==> src/rtl/gpio_port_pkg.sv <==
// Package: gpio_port_pkg
// Shared constants for the GPIO port register block: the word indices of
// each register slot and the bus geometry. Assumes a word-addressed bus.
package gpio_port_pkg;
    localparam int BUS_W   = 32;
    localparam int SEL_W   = 3;
    localparam int HALF_W  = BUS_W / 2;

    localparam logic [SEL_W-1:0] SLOT_CFG    = 3'd0;
    localparam logic [SEL_W-1:0] SLOT_RSVD   = 3'd1;
    localparam logic [SEL_W-1:0] SLOT_IN     = 3'd2;
    localparam logic [SEL_W-1:0] SLOT_OUT    = 3'd3;
    localparam logic [SEL_W-1:0] SLOT_SETCLR = 3'd4;
    localparam logic [SEL_W-1:0] SLOT_CLR    = 3'd5;

    typedef struct packed {
        logic cfg;
        logic out;
        logic setclr;
        logic clr;
    } wr_strobe_t;
endpackage

==> src/rtl/gpio_in_sync.sv <==
// Module: gpio_in_sync
// Two-flop synchronizer for the asynchronous pad inputs. Each bit is
// synchronized on its own; multi-bit coherence is not guaranteed.
// Assumes a synchronous active-low reset that clears both stages.
module gpio_in_sync #(
    parameter int WIDTH = 8
) (
    input  logic             clk,
    input  logic             rst_n,
    input  logic [WIDTH-1:0] async_in,
    output logic [WIDTH-1:0] sync_out
);
    logic [WIDTH-1:0] stage1;

    // Shift pad levels through two flops to settle metastability.
    always_ff @(posedge clk) begin
        if (!rst_n) begin
            stage1   <= '0;
            sync_out <= '0;
        end else begin
            stage1   <= async_in;
            sync_out <= stage1;
        end
    end
endmodule

==> src/rtl/gpio_cfg_reg.sv <==
// Module: gpio_cfg_reg
// Per-pin configuration register, one nibble per pin (mode in the low two
// bits, drive style in the high two). Derives each pin's output enable
// from a non-zero mode. Assumes 4*NUM_PINS fits the bus word.
module gpio_cfg_reg #(
    parameter int         NUM_PINS  = 8,
    parameter logic [3:0] RST_NIB   = 4'h4
) (
    input  logic                  clk,
    input  logic                  rst_n,
    input  logic                  wr_en,
    input  logic [4*NUM_PINS-1:0] wr_data,
    output logic [4*NUM_PINS-1:0] cfg_q,
    output logic [NUM_PINS-1:0]   oe
);
    localparam int CFG_W = 4 * NUM_PINS;
    localparam logic [CFG_W-1:0] CFG_RST = {NUM_PINS{RST_NIB}};

    // Hold the configuration word; load it whole on a write.
    always_ff @(posedge clk) begin
        if (!rst_n)     cfg_q <= CFG_RST;
        else if (wr_en) cfg_q <= wr_data;
    end

    // One enable decoder per pin: any non-zero mode drives the pad.
    for (genvar p = 0; p < NUM_PINS; p++) begin : g_oe
        assign oe[p] = |cfg_q[4*p +: 2];
    end
endmodule

==> src/rtl/gpio_out_reg.sv <==
// Module: gpio_out_reg
// Output latch with three write paths: whole load, combined set/clear
// (set wins on conflict) and clear-only. Assumes at most one write path
// is strobed per cycle; the decoder guarantees this.
module gpio_out_reg #(
    parameter int NUM_PINS = 8
) (
    input  logic                clk,
    input  logic                rst_n,
    input  logic                load_en,
    input  logic                setclr_en,
    input  logic                clr_en,
    input  logic [NUM_PINS-1:0] load_val,
    input  logic [NUM_PINS-1:0] set_mask,
    input  logic [NUM_PINS-1:0] rst_mask,
    output logic [NUM_PINS-1:0] latch_q
);
    logic [NUM_PINS-1:0] latch_d;

    // Next latch value from whichever write path is active.
    always_comb begin
        latch_d = latch_q;
        if (load_en)   latch_d = load_val;
        if (clr_en)    latch_d = latch_d & ~set_mask;
        if (setclr_en) latch_d = (latch_d & ~rst_mask) | set_mask;
    end

    // Register the latch.
    always_ff @(posedge clk) begin
        if (!rst_n) latch_q <= '0;
        else        latch_q <= latch_d;
    end
endmodule

==> src/rtl/gpio_port_regs.sv <==
// Module: gpio_port_regs (top)
// Register block for one GPIO port on a word-addressed 32-bit bus. Decodes
// word indices, runs the configuration and output registers, synchronizes
// pad inputs and returns read data one cycle after each access together
// with a ready pulse. Assumes NUM_PINS <= 8 so the nibble map fits a word
// and set/clear halves fit 16 bits each.
module gpio_port_regs
    import gpio_port_pkg::*;
#(
    parameter int         NUM_PINS = 8,
    parameter logic [3:0] RST_NIB  = 4'h4
) (
    input  logic                 clk,
    input  logic                 rst_n,
    input  logic                 bus_en,
    input  logic                 bus_we,
    input  logic [SEL_W-1:0]     bus_addr,
    input  logic [BUS_W-1:0]     bus_wdata,
    output logic [BUS_W-1:0]     bus_rdata,
    output logic                 bus_ready,
    input  logic [NUM_PINS-1:0]  pin_in,
    output logic [NUM_PINS-1:0]  pin_out,
    output logic [NUM_PINS-1:0]  pin_oe
);
    localparam int CFG_W = 4 * NUM_PINS;

    wr_strobe_t          wr;
    logic [CFG_W-1:0]    cfg_q;
    logic [NUM_PINS-1:0] in_sync;
    logic [NUM_PINS-1:0] out_q;
    logic [BUS_W-1:0]    rd_mux;

    // Decode one write strobe per writable slot.
    always_comb begin
        wr        = '0;
        if (bus_en && bus_we) begin
            wr.cfg    = (bus_addr == SLOT_CFG);
            wr.out    = (bus_addr == SLOT_OUT);
            wr.setclr = (bus_addr == SLOT_SETCLR);
            wr.clr    = (bus_addr == SLOT_CLR);
        end
    end

    gpio_cfg_reg #(
        .NUM_PINS (NUM_PINS),
        .RST_NIB  (RST_NIB)
    ) u_cfg (
        .clk     (clk),
        .rst_n   (rst_n),
        .wr_en   (wr.cfg),
        .wr_data (bus_wdata[CFG_W-1:0]),
        .cfg_q   (cfg_q),
        .oe      (pin_oe)
    );

    gpio_out_reg #(
        .NUM_PINS (NUM_PINS)
    ) u_out (
        .clk       (clk),
        .rst_n     (rst_n),
        .load_en   (wr.out),
        .setclr_en (wr.setclr),
        .clr_en    (wr.clr),
        .load_val  (bus_wdata[NUM_PINS-1:0]),
        .set_mask  (bus_wdata[NUM_PINS-1:0]),
        .rst_mask  (bus_wdata[HALF_W +: NUM_PINS]),
        .latch_q   (out_q)
    );

    gpio_in_sync #(
        .WIDTH (NUM_PINS)
    ) u_sync (
        .clk      (clk),
        .rst_n    (rst_n),
        .async_in (pin_in),
        .sync_out (in_sync)
    );

    assign pin_out = out_q;

    // Select read data; write-only, reserved and unused slots return zero.
    always_comb begin
        rd_mux = '0;
        case (bus_addr)
            SLOT_CFG: rd_mux[CFG_W-1:0]    = cfg_q;
            SLOT_IN:  rd_mux[NUM_PINS-1:0] = in_sync;
            SLOT_OUT: rd_mux[NUM_PINS-1:0] = out_q;
            default:  rd_mux = '0;
        endcase
    end

    // Register read data and the ready pulse one cycle after each access.
    always_ff @(posedge clk) begin
        if (!rst_n) begin
            bus_ready <= 1'b0;
            bus_rdata <= '0;
        end else begin
            bus_ready <= bus_en;
            if (bus_en) bus_rdata <= bus_we ? '0 : rd_mux;
        end
    end
endmodule

==> config.mk <==
export PLATFORM = sky130hd
export DESIGN_NAME = gpio_port_regs
export DESIGN_NICKNAME = d
export VERILOG_FILES = /design/src/rtl/gpio_port_pkg.sv /design/src/rtl/gpio_in_sync.sv /design/src/rtl/gpio_cfg_reg.sv /design/src/rtl/gpio_out_reg.sv /design/src/rtl/gpio_port_regs.sv
export SDC_FILE = /design/constraint.sdc
export NUM_CORES = 1
export LEC_CHECK = 0
export BUFFER_PORTS_ARGS = -buffer_cell sky130_fd_sc_hd__buf_4
export CORE_MARGIN = 1.5
export CORE_UTILIZATION = 26
export DETAILED_ROUTE_END_ITERATION = 16
export PLACE_DENSITY = 0.55
export RECOVER_POWER = 50
export SLEW_MARGIN = 10
export SYNTH_ARGS = -nofsm -noshare
export SYNTH_HDL_FRONTEND = slang
export SYNTH_SLANG_ARGS = --single-unit
==> constraint.sdc <==
create_clock -name clk -period 1.6 [get_ports clk]
set_input_delay 0.24 -clock clk [delete_from_list [all_inputs] [get_ports clk]]
set_output_delay 0.24 -clock clk [all_outputs]
set_load 0.03 [all_outputs]
==> flow_summary_export.csv, run 1 <==
group,metric,value,unit
run_status,outcome,"finished, final reports clean",
sta,setup_viol,0,
route,drcViolationCount,0,
grt,antenna_found_initial,0,
yosys,synth_edf_count,0,
yosys,yosysMostFrequentCell,"dfxtp_1",
sta,fin_crit,1410,ps
sta,fin_crit_sh,88.0,%
layout,drive_gt1_share,24.8,%
sta,slew_violations,0,
placement,port_buffers,95,
sta,holdWs,89.8,ps
sta,worst_pin_slew,831,ps
yosys,synth_nets,460,
clocking,cts_buffers,9,
yosys,yosys_warnings,0,
power_and_ir_drop,p_leak,1.83,nW
power_and_ir_drop,switching_power,1.24,mW
setup_path,worst-path-max-fanout,17,
power_and_ir_drop,switching_share,25.9,%
power_and_ir_drop,max-vdd-ir-drop,0.000714,V
layout,finalNetCount,546,
die,num_io_pins,96,
route,drtIter0Drc,159,
power_and_ir_drop,pwr-share-seq,47.4,%
power_and_ir_drop,p_int,3.55,mW
power_and_ir_drop,p_total,4.79,mW
sta,fin_worst_skew,6.23,ps
yosys,synth_area_per_cell,9.24,um^2
power_and_ir_drop,powerDensity,965,nW/um^2
yosys,synth_top_area_share,46.7,%
yosys,synth.top_cells.by_count,"89 x dfxtp_1, 65 x nand3_1, 48 x a21boi_1",
setup_path,crit_arrival,1680,ps
setup_path,crit_chain,"buf_4 > buf_4 > nor4b_1 > buf_4 > nand3_1 > a21boi_0",
setup_path,required,1880,ps
route,wl_per_cell,15.5,um
setup_path,critPathCaptureType,"register",
grt,grt_usage,14.7,%
setup_path,cp-start-kind,"primary input",
clocking,clkSlewWorstSetupHoldPaths,70,ps
sta,finalSetupTns,0,ps
yosys,netlist_top_cells_area,"dfxtp_1 47%, a21boi_1 9.4%, nand3_1 8.5%, o21ai_1 5.2%, nand2b_1 4.1%",
layout,utilization,34.4,%
grt,grt_max_degree,51,
layout,syn_to_final_growth,30.1,%
sta,fmax,711,MHz
die,core-area,14400,um^2
sta,hold_viol,0,
route,viasPerCell,4.76,
clocking,cts-hold-fix-buffers,0,
grt,grt_pass1_vias,3290,
setup_path,crit_slowest_cell,"nor4b_1",
clocking,cts_resized,0,
yosys,ys_ff_latch,89,
placement,place_inst,672,
sta,rsz0062_at_grt,"false",
layout,layout.cell_area.non_filler,4960,um^2
yosys,ys_seq_area_share,46.7,%
grt,overflow,0,
die,rows,44,
yosys,syn_inst,413,
power_and_ir_drop,p_comb_share,9.1,%
layout,final_cells,688,
setup_path,critical-path-top-cell-by-count,"buf_4",
setup_path,crit_type,"primary input to register",
clocking,cts-root-buf,"clkbuf_16",
route,wirelength,10.6,mm
grt,grt_pass1_wl,16.8,mm
clocking,clock_latency,350,ps
yosys,synth_flop_cell,"dfxtp_1",
route,vias,3275,
layout,n_fill_cell,1520,
yosys,async_flop_share,0,%
clocking,cts_tree,"done",
clocking,clock_sinks,89,
sta,max-slew-margin-rel,44.6,%
placement,gp_congestion,0.798,
job,maxCapViolations,0,
worst_hold_path,hold_path_class,"primary input to register",
setup_path,critPathMaxStageDelay,590,ps
yosys,yosys.area.top_type,"dfxtp_1",
clocking,cts_setup_buffers,0,
yosys,synth.distinct_cells,29,
clocking,clockBufferDepth,2,
route,drtPass1Iterations,4,
die,die_h,124,um
route,ant_nets,0,
placement,placed_cell_area,4780,um^2
layout,diodes,0,
yosys,syn_area,3810,um^2
placement,hpwl,7.64,mm
placement,dpl_worst_slack,42.8,ps
sta,fin_ws,193,ps
die,die_x,124,um
die,dieArea,15400,um^2
power_and_ir_drop,p_clk_share,43.4,%
die,initial_core_util,26.4,%
clocking,h-tree-depth,3,
placed cells by master (no fill, tap or decap), types with 9 or more instances in the layout:
| master | instances |
|---|---|
| a21boi_0 | 19 |
| a21boi_1 | 29 |
| and2_1 | 13 |
| buf_4 | 85 |
| clkbuf_1 | 22 |
| clkbuf_16 | 9 |
| dfxtp_1 | 89 |
| nand2_1 | 9 |
| nand2b_1 | 25 |
| nand3_1 | 65 |
| o21ai_0 | 16 |
| o21ai_1 | 32 |
final cells by class:
cell class	instances	area [um^2]	share of cell area (%)
clock inverters	7	63.8	1.29
clock buffers	9	225	4.54
well taps	184	230	4.64
flip-flops and latches	89	1780	35.9
repair buffers	112	791	15.9
multi-input cells	278	1840	37.0
inverters	9	33.8	0.681
flip-flops by register name, indices dropped and copies added (netlist names):
| register | cells |
|---|---|
| bus_ready | 1 |
| u_sync.stage1 | 8 |
| u_cfg.cfg_q | 32 |
| bus_rdata | 32 |
| u_out.latch_q | 8 |
| u_sync.sync_out | 8 |
layer usage:
layer  GRT usage [%]  share of wire [%]  vias up
met1            17.5                 44     1531
met2            24.2                 48       94
met5               0                  0        -
li1                -                  -     1639
met4            5.26                1.9        0
met3            5.36                6.9       11
worst max-delay path: cells and delay by family:
| kind | cells | cell delay, ps |
|---|---|---|
| AOI/OAI and AO/OA | 1 | 150 |
| and+or+nand+nor | 2 | 690 |
| buffers and inverters | 3 | 600 |
kinds of logic (layout without fill, tap and decap cells):
group,Yosys count,in the layout,share of synthesized area [%]
muxes,8,8,2.36
DFF,89,89,46.7
buffers and inverters,46,137,4.95
AOI/OAI and AO/OA,121,121,22.4
and+or+nand+nor,149,149,23.5
power groups by stage:
stage | sequential [mW] | clock [mW] | combinational (mW)
after floorplan | 2.33 | 0 | 0.226
after global placement | 2.32 | 0 | 0.448
after detailed placement | 2.32 | 0 | 0.452
after CTS | 2.27 | 2.16 | 0.453
after global routing | 2.27 | 2.24 | 0.476
final | 2.27 | 2.08 | 0.437
path summary, 6_finish.rpt:
kind / from / to / slack [ps] / cells after the start
max: bus_addr[1] / bus_rdata[14] / 190 / 6
min: pin_in[0] / u_sync.stage1[0] / 90 / 2
max reg2reg: u_out.latch_q[2] / bus_rdata[2] / 540 / 3
min reg2reg: u_sync.stage1[7] / u_sync.sync_out[7] / 430 / 1
Note: power is estimated with default switching activity, not from simulation.
==> inputs of run 2 (changes only) <==
ABC_AREA = 1   (was unset)
GPL_ROUTABILITY_DRIVEN = 1   (was unset)
SYNTH_HIERARCHICAL = 1   (was unset)
==> run 2 against run 1 <==
  * Via count is 5.0% higher
  * Count of clock-buffer cells in the layout stayed put
  * Synthesized cell count grew 23%
  * Clock power increased by 3%
  * Cell count rose by 14%
  * Combinational power down 4%
  * Flip-flop and latch count did not move
==> flow_summary_export.csv, run 2 <==
group,metric,value,unit
placement,hpwl,7.46,mm
grt,antenna_found_initial,0,
worst_hold_path,hold_path_class,"primary input to register",
run_status,outcome,"finished, final reports clean",
clocking,h-tree-depth,3,
yosys,synth_xor_area_share,0,%
clocking,clockBufferDepth,2,
yosys,synth_nets,555,
placement,port_buffers,95,
clocking,cts_resized,0,
yosys,synth_mux_area_share,0,%
setup_path,rrSetupSlack,690,ps
grt,grt_pass1_wl,16.6,mm
grt,grt_usage,13.5,%
grt,overflow,0,
sta,slew_violations,0,
yosys,synth_top_family_by_area,"simple AND/OR/NAND/NOR gates",
yosys,netlist_top_cells_area,"dfxtp_1 46%, nand2_1 15%, a22oi_2 6.4%, inv_1 5.2%, nor2_1 5.2%",
job,maxCapViolations,0,
sta,rsz0062_at_grt,"false",
yosys,ys_ff_latch,89,
yosys,synth_fa_ha_area_share,0,%
setup_path,critPathLaunch,"u_cfg/cfg_q[0]",
power_and_ir_drop,max-vdd-ir-drop,0.000532,V
die,core-area,14600,um^2
placement,gp_congestion,0.823,
clocking,cts_setup_buffers,0,
clocking,clock_latency,350,ps
yosys,yosysMostFrequentCell,"nand2_1",
layout,drive_gt1_share,28.0,%
layout,layout_common_cells,"158 x nand2_1, 98 x buf_4, 89 x dfxtp_1, 55 x nor2_1, 55 x inv_1",
power_and_ir_drop,p_leak,2.35,nW
clocking,cts-hold-fix-buffers,0,
die,die_h,125,um
die,dieArea,15700,um^2
yosys,synth_edf_count,0,
yosys,synth_flop_cell,"dfxtp_1",
setup_path,crit_slowest_cell,"dfxtp_1",
yosys,syn_area,3900,um^2
die,die_x,125,um
route,drtPass1Iterations,4,
setup_path,critPathMaxStageDelay,330,ps
clocking,clkSlewWorstSetupHoldPaths,70,ps
yosys,yosys.area.top_type,"dfxtp_1",
route,vias,3440,
layout,final_common_cell,"nand2_1",
sta,fin_crit_sh,89.1,%
sta,fin_worst_skew,6.34,ps
layout,layout.cell_area.non_filler,4940,um^2
yosys,yosys_warnings,6,
setup_path,crit_arrival,1190,ps
clocking,cts-root-buf,"clkbuf_16",
yosys,synth.top_cells.by_count,"156 x nand2_1, 89 x dfxtp_1, 54 x inv_1, 54 x nor2_1, 25 x nand3_1",
route,drtIter0Drc,171,
yosys,ys_seq_area_share,45.7,%
route,ant_nets,0,
die,rows,44,
yosys,synth.distinct_cells,24,
sta,hold_viol,0,
setup_path,crit_type,"register to output port",
setup_path,required,1360,ps
clocking,cts_tree,"done",
sta,setup_viol,0,
sta,fin_crit,1430,ps
sta,max-slew-margin-rel,67.8,%
layout,syn_to_final_growth,26.7,%
grt,grt_pass1_vias,3319,
route,wirelength,10.3,mm
sta,finalSetupTns,0,ps
yosys,synth_area_per_cell,7.67,um^2
yosys,synth_compound_area_share,9.37,%
yosys,async_flop_share,0,%
placement,placed_cell_area,4730,um^2
route,drcViolationCount,0,
layout,n_fill_cell,1617,
yosys,syn_inst,508,
setup_path,worst-path-max-fanout,3,
clocking,clock_sinks,89,
yosys,synth-simple-area-share,33.2,%
setup_path,crit_chain,"or2_2 > buf_4",
power_and_ir_drop,powerDensity,983,nW/um^2
setup_path,critPathCaptureType,"output port",
die,num_io_pins,96,
sta,worst_pin_slew,482,ps
grt,grt_max_degree,33,
layout,diodes,0,
clocking,cts_buffers,9,
sta,fmax,701,MHz
die,initial_core_util,26.7,%
route,viasPerCell,4.38,
yosys,synth_top_area_share,45.7,%
setup_path,timing.rr.start,"u_out/latch_q[0]",
worst_hold_path,worstHoldStart,"pin_in[1]",
route,wl_per_cell,13.1,um
setup_path,cp-start-kind,"register",
layout,finalNetCount,643,
layout,reg_top3,"bus_rdata (32), u_cfg/cfg_q (32)",
run 2: path summary, 6_finish.rpt:
check / end / cells past startpoint
worst max-delay path: pin_oe[0] / 2
worst min-delay path: u_sync/stage1[1] / 3
worst max register to register: bus_rdata[0] / 4
worst min register to register: u_sync/sync_out[6] / 2
run 2: where the power goes:
part	switching, mW	leakage (nW)	internal [mW]
Combinational	0.251	1.48	0.170
Clock	0.928	0.143	1.22
Sequential	0.0256	0.723	2.26
run 2: cell type report:
type	instances	area [um^2]	share of cell area, %
flip-flops and latches	89	1780	36.1
multi-input cells	333	1590	32.2
repair buffers	106	820	16.6
well taps	184	230	4.66
clock buffers	9	225	4.56
inverters	57	214	4.33
clock inverters	7	76.3	1.55
run 2: cell families (layout without fill, tap and decap cells):
group	after synthesis	after routing
DFF	89	89
and+or+nand+nor	292	292
buffers and inverters	86	179
AOI/OAI and AO/OA	41	41
run 2: critical path, delay by kind of cell, from the launching register on:
family / cells / cell delay, ps
flops: 1 / 330
simple gates: 1 / 330
buf+inv: 1 / 180
run 2: layer usage:
metal  global-route usage, %  vias to the layer above  share of wire (%)
li1                        -                     1762                  -
met1                    17.1                     1579                 47
met2                    21.4                       87                 46
met3                    3.94                       12                6.0
met4                    5.41                        0                1.6
met5                       0                        -                  0
run 2: through the flow:
stage / util (%) / hold WS (ps) / cells / total power [mW] / worst slack (ps)
floorplan: - / 332 / 508 / 2.58 / 137
global placement: 32.4 / 397 / 769 / 2.77 / 219
detailed placement: 32.4 / 399 / 769 / 2.78 / 154
CTS: 34.5 / 53.6 / 785 / 4.95 / 155
global route: 33.9 / 56.9 / 785 / 5.07 / 123
finish: 33.9 / 68.3 / 785 / 4.86 / 174
